**config.mk**
```make
export PLATFORM = sky130hd
export DESIGN_NAME = intagg_top
export DESIGN_NICKNAME = d
export VERILOG_FILES = /design/src/rtl/intagg_pkg.sv /design/src/rtl/intagg_decode.sv /design/src/rtl/intagg_src_stage.sv /design/src/rtl/intagg_ptr_stage.sv /design/src/rtl/intagg_top.sv
export SDC_FILE = /design/constraint.sdc
export NUM_CORES = 1
export LEC_CHECK = 0
export BUFFER_PORTS_ARGS = -buffer_cell sky130_fd_sc_hd__buf_2
export CAP_MARGIN = 20
export CORE_MARGIN = 3
export CORE_UTILIZATION = 30
export CTS_CLUSTER_SIZE = 25
export DETAILED_ROUTE_END_ITERATION = 10
export GPL_ROUTABILITY_DRIVEN = 0
export SYNTH_ARGS = -nofsm -noshare
export SYNTH_HDL_FRONTEND = slang
export SYNTH_HIERARCHICAL = 1
export SYNTH_SLANG_ARGS = --single-unit
```
**constraint.sdc**
```tcl
create_clock -name clk -period 2 [get_ports clk]
set_input_delay 0.2 -clock clk [delete_from_list [all_inputs] [get_ports clk]]
set_output_delay 0.2 -clock clk [all_outputs]
set_load 0.01 [all_outputs]
```
**src/rtl/intagg_pkg.sv**
```systemverilog
package intagg_pkg;

    typedef enum logic [1:0] {
        GRP_STATUS  = 2'd0,
        GRP_SRCMASK = 2'd1,
        GRP_PTR     = 2'd2,
        GRP_NONE    = 2'd3
    } grp_e;

    localparam int PTR_IDX_MASKED = 0;
    localparam int PTR_IDX_RAW    = 1;
    localparam int PTR_IDX_MASK   = 2;

    typedef struct packed {
        logic       wr;
        logic       rd;
        grp_e       grp;
        logic [7:0] idx;
    } req_t;

    function automatic logic idx_is(input req_t r, input grp_e g, input int i);
        return (r.grp == g) && (r.idx == 8'(i));
    endfunction

endpackage

```
**src/rtl/intagg_decode.sv**
```systemverilog
module intagg_decode
    import intagg_pkg::*;
#(
    parameter int NSRC  = 6,
    parameter int IDX_W = 3,
    parameter int AW    = IDX_W + 2
) (
    input  logic [AW-1:0]   addr_i,
    input  logic            wr_i,
    input  logic            rd_i,
    output req_t            req_o,
    output logic [NSRC-1:0] src_mask_we_o,
    output logic            ptr_mask_we_o
);

    always_comb begin
        req_o.wr  = wr_i;
        req_o.rd  = rd_i;
        req_o.grp = grp_e'(addr_i[AW-1:AW-2]);
        req_o.idx = 8'(addr_i[IDX_W-1:0]);
    end

    for (genvar g = 0; g < NSRC; g++) begin : g_we
        assign src_mask_we_o[g] = req_o.wr && idx_is(req_o, GRP_SRCMASK, g);
    end

    assign ptr_mask_we_o = req_o.wr && idx_is(req_o, GRP_PTR, PTR_IDX_MASK);

endmodule

```
**src/rtl/intagg_src_stage.sv**
```systemverilog
module intagg_src_stage #(
    parameter int SW = 8
) (
    input  logic          clk,
    input  logic          rst,
    input  logic [SW-1:0] cause_i,
    input  logic          mask_we_i,
    input  logic [SW-1:0] wdata_i,
    output logic [SW-1:0] status_o,
    output logic [SW-1:0] mask_o,
    output logic          pend_o
);

    always_ff @(posedge clk) begin
        if (rst) begin
            status_o <= '0;
            mask_o   <= '1;
        end else begin
            status_o <= cause_i;
            if (mask_we_i) mask_o <= wdata_i;
        end
    end

    assign pend_o = |(status_o & ~mask_o);

endmodule

```
**src/rtl/intagg_ptr_stage.sv**
```systemverilog
module intagg_ptr_stage #(
    parameter int PW = 6,
    parameter int DW = 8
) (
    input  logic          clk,
    input  logic          rst,
    input  logic [PW-1:0] pend_i,
    input  logic          mask_we_i,
    input  logic [DW-1:0] wdata_i,
    output logic [PW-1:0] ptr_raw_o,
    output logic [PW-1:0] ptr_masked_o,
    output logic [PW-1:0] ptr_mask_o,
    output logic          irq_o
);

    always_ff @(posedge clk) begin
        if (rst) begin
            ptr_mask_o <= '1;
            irq_o      <= 1'b0;
        end else begin
            if (mask_we_i) ptr_mask_o <= wdata_i[PW-1:0];
            irq_o <= |ptr_masked_o;
        end
    end

    assign ptr_raw_o    = pend_i;
    assign ptr_masked_o = pend_i & ~ptr_mask_o;

endmodule

```
**src/rtl/intagg_top.sv**
```systemverilog
module intagg_top
    import intagg_pkg::*;
#(
    parameter int N_SUB = 4,
    parameter int SW    = 8,
    parameter int NSRC  = N_SUB + 2,
    parameter int IDX_W = $clog2(NSRC),
    parameter int AW    = IDX_W + 2
) (
    input  logic              clk,
    input  logic              rst,
    input  logic [N_SUB*SW-1:0] sub_irq_i,
    input  logic [SW-1:0]     clk_err_i,
    input  logic [SW-1:0]     hs_err_i,
    input  logic [AW-1:0]     bus_addr_i,
    input  logic              bus_wr_i,
    input  logic [SW-1:0]     bus_wdata_i,
    input  logic              bus_rd_i,
    output logic [SW-1:0]     bus_rdata_o,
    output logic              bus_rvalid_o,
    output logic              irq_o
);

    localparam int PW = NSRC;

    req_t               req;
    logic [NSRC-1:0]    src_mask_we;
    logic               ptr_mask_we;
    logic [NSRC*SW-1:0] cause_all;
    logic [NSRC*SW-1:0] status_all;
    logic [SW-1:0]      status [NSRC];
    logic [SW-1:0]      smask  [NSRC];
    logic [PW-1:0]      pend;
    logic [PW-1:0]      ptr_raw;
    logic [PW-1:0]      ptr_masked;
    logic [PW-1:0]      ptr_mask;
    logic [SW-1:0]      rd_val;

    assign cause_all = {hs_err_i, clk_err_i, sub_irq_i};

    intagg_decode #(.NSRC(NSRC), .IDX_W(IDX_W), .AW(AW)) u_dec (
        .addr_i        (bus_addr_i),
        .wr_i          (bus_wr_i),
        .rd_i          (bus_rd_i),
        .req_o         (req),
        .src_mask_we_o (src_mask_we),
        .ptr_mask_we_o (ptr_mask_we)
    );

    for (genvar g = 0; g < NSRC; g++) begin : g_src
        intagg_src_stage #(.SW(SW)) u_src (
            .clk       (clk),
            .rst       (rst),
            .cause_i   (cause_all[g*SW +: SW]),
            .mask_we_i (src_mask_we[g]),
            .wdata_i   (bus_wdata_i),
            .status_o  (status[g]),
            .mask_o    (smask[g]),
            .pend_o    (pend[g])
        );
        assign status_all[g*SW +: SW] = status[g];
    end

    intagg_ptr_stage #(.PW(PW), .DW(SW)) u_ptr (
        .clk          (clk),
        .rst          (rst),
        .pend_i       (pend),
        .mask_we_i    (ptr_mask_we),
        .wdata_i      (bus_wdata_i),
        .ptr_raw_o    (ptr_raw),
        .ptr_masked_o (ptr_masked),
        .ptr_mask_o   (ptr_mask),
        .irq_o        (irq_o)
    );

    always_comb begin
        rd_val = '0;
        case (req.grp)
            GRP_STATUS:  if (req.idx < 8'(NSRC)) rd_val = status[req.idx[IDX_W-1:0]];
            GRP_SRCMASK: if (req.idx < 8'(NSRC)) rd_val = smask[req.idx[IDX_W-1:0]];
            GRP_PTR: begin
                if (req.idx == 8'(PTR_IDX_MASKED))    rd_val = SW'(ptr_masked);
                else if (req.idx == 8'(PTR_IDX_RAW))  rd_val = SW'(ptr_raw);
                else if (req.idx == 8'(PTR_IDX_MASK)) rd_val = SW'(ptr_mask);
            end
            default: rd_val = '0;
        endcase
    end

    always_ff @(posedge clk) begin
        if (rst) begin
            bus_rdata_o  <= '0;
            bus_rvalid_o <= 1'b0;
        end else begin
            bus_rvalid_o <= req.rd;
            if (req.rd) bus_rdata_o <= rd_val;
        end
    end

endmodule

```
==> results.yml, run 1 <==
pwr:
  swShare: 0.241
  intPower_uw: 3530
  leakagePower_uw: 0.00237
  combinationalPowerShare: 0.095
  pwr-share-clk: 0.402
  p_sw_uw: 1120
  power_density_mw_per_mm2: 750
  pwr-share-seq: 0.503
  ir_drop_mv: 0.369
worst_setup_path:
  worst_ep_required_time_ps: 2230
  path_class: "flop to flop"
  path_buf_inv: 1
  crit_arrival_ps: 2050
  cp_slowest_cell: "or4_1"
  max_stage_delay_ps: 550
  cp-start-kind: "flop"
  crit_cells: 8
  crit_family: "simple AND/OR/NAND/NOR gates"
  cpMostUsedCell: "o22ai_1"
  crit_chain: "inv_1, o22ai_1, or4_1, nor2b_1, mux2i_1, o2bb2ai_1, a21oi_1, o22ai_1"
  cp-end-kind: "flop"
  rr_worst_depth: 8
  worst-path-max-fanout: 2
clocking:
  cts_buffers: 9
  clk_path_buf_depth: 2
  clkLatencyLatePin_ps: 350
  cts_root_buffer: "clkbuf_16"
  cts_tree: "done"
  cts_resized: 0
  cts_hold_buf: 0
  htree_levels: 3
  path_clk_slew_ps: 70
  cts_setup_buffers: 0
  clkSinkCount: 112
placed_design:
  port_buffers: 74
  hpwl_mm: 10.7
  dp_slack_ps: 204
  post_dp_cell_area_sq_mm: 0.00589
global_route:
  grt.total_usage: 0.145
  antenna_found_initial: 0
  use_met2: 0.248
  busiest_layer: "met2"
  use_met3: 0.0340
  grt.overflow.total: 0
  use_met1: 0.179
  grt_pass1_wl_mm: 22.5
  grt_max_degree: 53
  grt_pass1_vias: 4204
cells_and_area:
  final_common_cell: "dfxtp_1"
  syn2layout_area_growth_pct: 15.5
  fin_area_sq_mm: 0.00620
  layout_common_cells: "112 x dfxtp_1, 104 x nor2b_1, 73 x buf_2"
  utilization: 0.356
  drive_gt1_frac: 0.252
  nNetsFinal: 659
  diodes: 0
sta:
  setup_violations: 0
  final_hold_viol_count: 0
  worst_slack_ps: 177
  min_period_ps: 1820
  period_share: 0.911
  fin_setup_tns_ps: 0
  finalClockSkew_ps: 7.48
  grt_setup_unrepaired: "false"
  slew_headroom: 0.610
  slew_violations: 0
  max_slew.worst_pin.slew_ps: 585
  fmax_ghz: 0.549
routing:
  dr.pass1.iters: 5
  drc_errors: 0
  wl_per_cell_um: 17.0
  num_vias: 4088
  drt-total-wl_mm: 14.0
  vias_per_cell: 4.96
  postRouteAntennaNets: 0
  drtIter0Drc: 235
run_status:
  outcome: "finished, final reports clean"
run:
  cap_viol_max_count: 0
die:
  chipHeight_um: 140
  start_util: 0.308
  row_count: 48
  io_pins: 75
  die_w_um: 140
  die_area_sq_mm: 0.0195
  core_sq_mm: 0.0174
synthesis:
  yosysWarnings: 6
  synth_area_sq_mm: 0.00537
  avgSynthCellArea_sq_um: 10.1
  syn-instance-count: 531
min_path:
  hp-class: "input port to flop"
  hold_depth: 2
==> worst reg2reg max path: stages (launching register included) <==
cell and delay (ps):
dfxtp_1 330, inv_1 50, o22ai_1 110, or4_1 550, nor2b_1 170, mux2i_1 150, o2bb2ai_1 90, a21oi_1 160
o22ai_1 90
==> path summary, 6_finish.rpt <==
check / start / endpoint / slack, ps
hold / removal: sub_irq_i[24] / g_src[3].u_src/status_o[0] / 60
setup reg to reg: g_src[0].u_src/status_o[7] / bus_rdata_o[0] / 180
hold reg to reg: bus_rdata_o[7] / bus_rdata_o[7] / 520
setup / recovery: g_src[0].u_src/status_o[7] / bus_rdata_o[0] / 180
==> final cells by class <==
cell class	instances	area [sq um]
Sequential cell	112	2240
Clock buffer	10	239
Tap cell	225	282
Timing Repair Buffer	93	566
Multi-Input combinational cell	330	2620
Fill cell	1764	11200
Clock inverter	6	76.3
Inverter	48	180
==> state kept, by name (all words and copies together), names as in the netlist <==
| name | cells |
|---|---|
| g_src.u_src/status_o | 48 |
| u_ptr/ptr_mask_o | 6 |
| bus_rdata_o | 8 |
| g_src.u_src/mask_o | 48 |
| u_ptr/irq_o | 1 |
| bus_rvalid_o | 1 |
==> power by group through the flow <==
stage	clock, uW	sequential (uW)	combinational (uW)
floorplan	0	2370	297
global placement	0	2390	439
detailed placement	0	2390	443
CTS	1930	2340	445
global route	2000	2340	488
finish	1870	2340	441
==> metrics by stage <==
| stage | hold slack, ps | power, uW | instances |
|---|---|---|---|
| after floorplan | 269 | 2670 | 535 |
| after global placement | 420 | 2830 | 808 |
| after detailed placement | 415 | 2830 | 808 |
| after CTS | 40.3 | 4710 | 824 |
| after global routing | 45.0 | 4830 | 824 |
| final | 56.3 | 4650 | 824 |
==> layer usage <==
metal	wire length, um	up-vias
li1	-	1980
met1	5970	2003
met2	6990	91
met3	794	14
met4	272	0
met5	0	-
Note: power is estimated with default switching activity, not from simulation.
==> run 2: changes to the inputs <==
Settings changed: HOLD_SLACK_MARGIN set to 0.15.
==> results.yml, run 2 (synthesis results as in run 1) <==
cells_and_area:
  syn2layout_area_growth_pct: 24.5
  diodes: 0
  nNetsFinal: 707
  layout_common_cells: "112 x dfxtp_1, 104 x nor2b_1, 73 x buf_2"
  drive_gt1_frac: 0.233
  num-fill-cells: 1739
  fin_cells: 872
  final_common_cell: "dfxtp_1"
  top_regs: "g_src.u_src/mask_o (48), g_src.u_src/status_o (48), bus_rdata_o (8)"
sta:
  slew_violations: 0
  slew_headroom: 0.607
  min_period_ps: 1830
  grt_setup_unrepaired: "false"
  setup_violations: 0
  period_share: 0.915
  max_slew.worst_pin.slew_ps: 590
  final_hold_viol_count: 0
  fin_setup_tns_ps: 0
  fmax_ghz: 0.546
  finalClockSkew_ps: 9.15
  whs_ps: 188
global_route:
  grt_pass1_wl_mm: 22.9
  grt.total_usage: 0.147
  use_met1: 0.185
  grt.overflow.total: 0
  use_met2: 0.252
  busiest_layer: "met2"
  grt_pass1_vias: 4323
  use_met3: 0.0302
  antenna_found_initial: 0
  grt_max_degree: 53
pwr:
  ir_drop_mv: 0.374
  leakagePower_uw: 0.00257
  power_density_mw_per_mm2: 706
routing:
  postRouteAntennaNets: 0
  drt-total-wl_mm: 14.2
  wl_per_cell_um: 16.2
  drtIter0Drc: 256
  dr.pass1.iters: 5
  drc_errors: 0
  num_vias: 4227
  vias_per_cell: 4.85
worst_setup_path:
  crit_chain: "inv_1, o22ai_1, or4_1, nor2b_1, mux2i_1, o2bb2ai_1, a21oi_1, o22ai_1"
  cp_slowest_cell: "or4_1"
  cpMostUsedCell: "o22ai_1"
  max_stage_delay_ps: 550
  worst_ep_required_time_ps: 2230
  worst-path-max-fanout: 2
  crit_arrival_ps: 2070
  crit_family: "simple AND/OR/NAND/NOR gates"
  path_buf_inv: 1
  path_class: "flop to flop"
  cp-end-kind: "flop"
  cp-start-kind: "flop"
clocking:
  clkSinkCount: 112
  clkLatencyLatePin_ps: 350
  cts_tree: "done"
  cts_root_buffer: "clkbuf_16"
  htree_levels: 3
  path_clk_slew_ps: 70
  cts_buffers: 9
  clk_path_buf_depth: 2
  cts_resized: 0
placed_design:
  port_buffers: 74
  dp_cells: 808
  hpwl_mm: 10.7
die:
  row_count: 48
  die_area_sq_mm: 0.0195
  chipHeight_um: 140
  die_w_um: 140
  io_pins: 75
  start_util: 0.308
  core_sq_mm: 0.0174
min_path:
  hp-class: "input port to flop"
run_status:
  outcome: "finished, final reports clean"
run:
  cap_viol_max_count: 0
run 2: cell types whose count changed in the layout (fill, tap and decap cells not counted):
cell and change:
dlygate4sd3_1 +48
run 2: layout make-up:
type	instances	area [sq um]	share of cell area
multi-input cells	330	2620	0.392
flip-flops and latches	112	2240	0.336
repair buffers	141	1050	0.157
well taps	225	282	0.0421
clock buffers	10	239	0.0358
inverters	48	180	0.0270
clock inverters	6	76.3	0.0114
run 2: power breakdown:
group	internal (uW)	leakage, uW	switching, uW	total, uW
Combinational	272	0.00150	241	513
Clock	1020	0.000152	844	1870
Sequential	2300	0.000919	40.1	2340
run 2: timing repair:
item | CTS | global route
buffers inserted | 0 | 0
endpoints found under the hold margin | 48 | 0
hold buffers | 48 | 0
endpoints found under the setup margin | 0 | 0
run 2: final timing paths:
kind / start / end / slack (ps) / depth (start not counted)
setup / recovery: g_src[0].u_src/status_o[7] / bus_rdata_o[0] / 170 / 8
hold / removal: bus_wdata_i[5] / g_src[0].u_src/mask_o[5] / 190 / 2
setup reg to reg: g_src[0].u_src/status_o[7] / bus_rdata_o[0] / 170 / 8
hold reg to reg: bus_rdata_o[7] / bus_rdata_o[7] / 520 / 2
run 2: per-stage QoR:
step / power, uW / utilization / setup WS (ps) / area (sq um)
5_1_grt: 4910 / 0.384 / 71.7 / 6680
6_report: 4720 / 0.384 / 169 / 6680
2_1_floorplan: 2670 / - / 278 / 5380
3_5_place_dp: 2830 / 0.338 / 204 / 5890
4_1_cts: 4790 / 0.384 / 187 / 6680
3_3_place_gp: 2830 / 0.338 / 217 / 5890
run 2: routing by layer:
| metal | up-vias | share of wire |
|---|---|---|
| met2 | 85 | 0.50 |
| met4 | 0 | 0.019 |
| li1 | 2074 | - |
| met1 | 2054 | 0.43 |
| met5 | - | 0 |
| met3 | 14 | 0.046 |
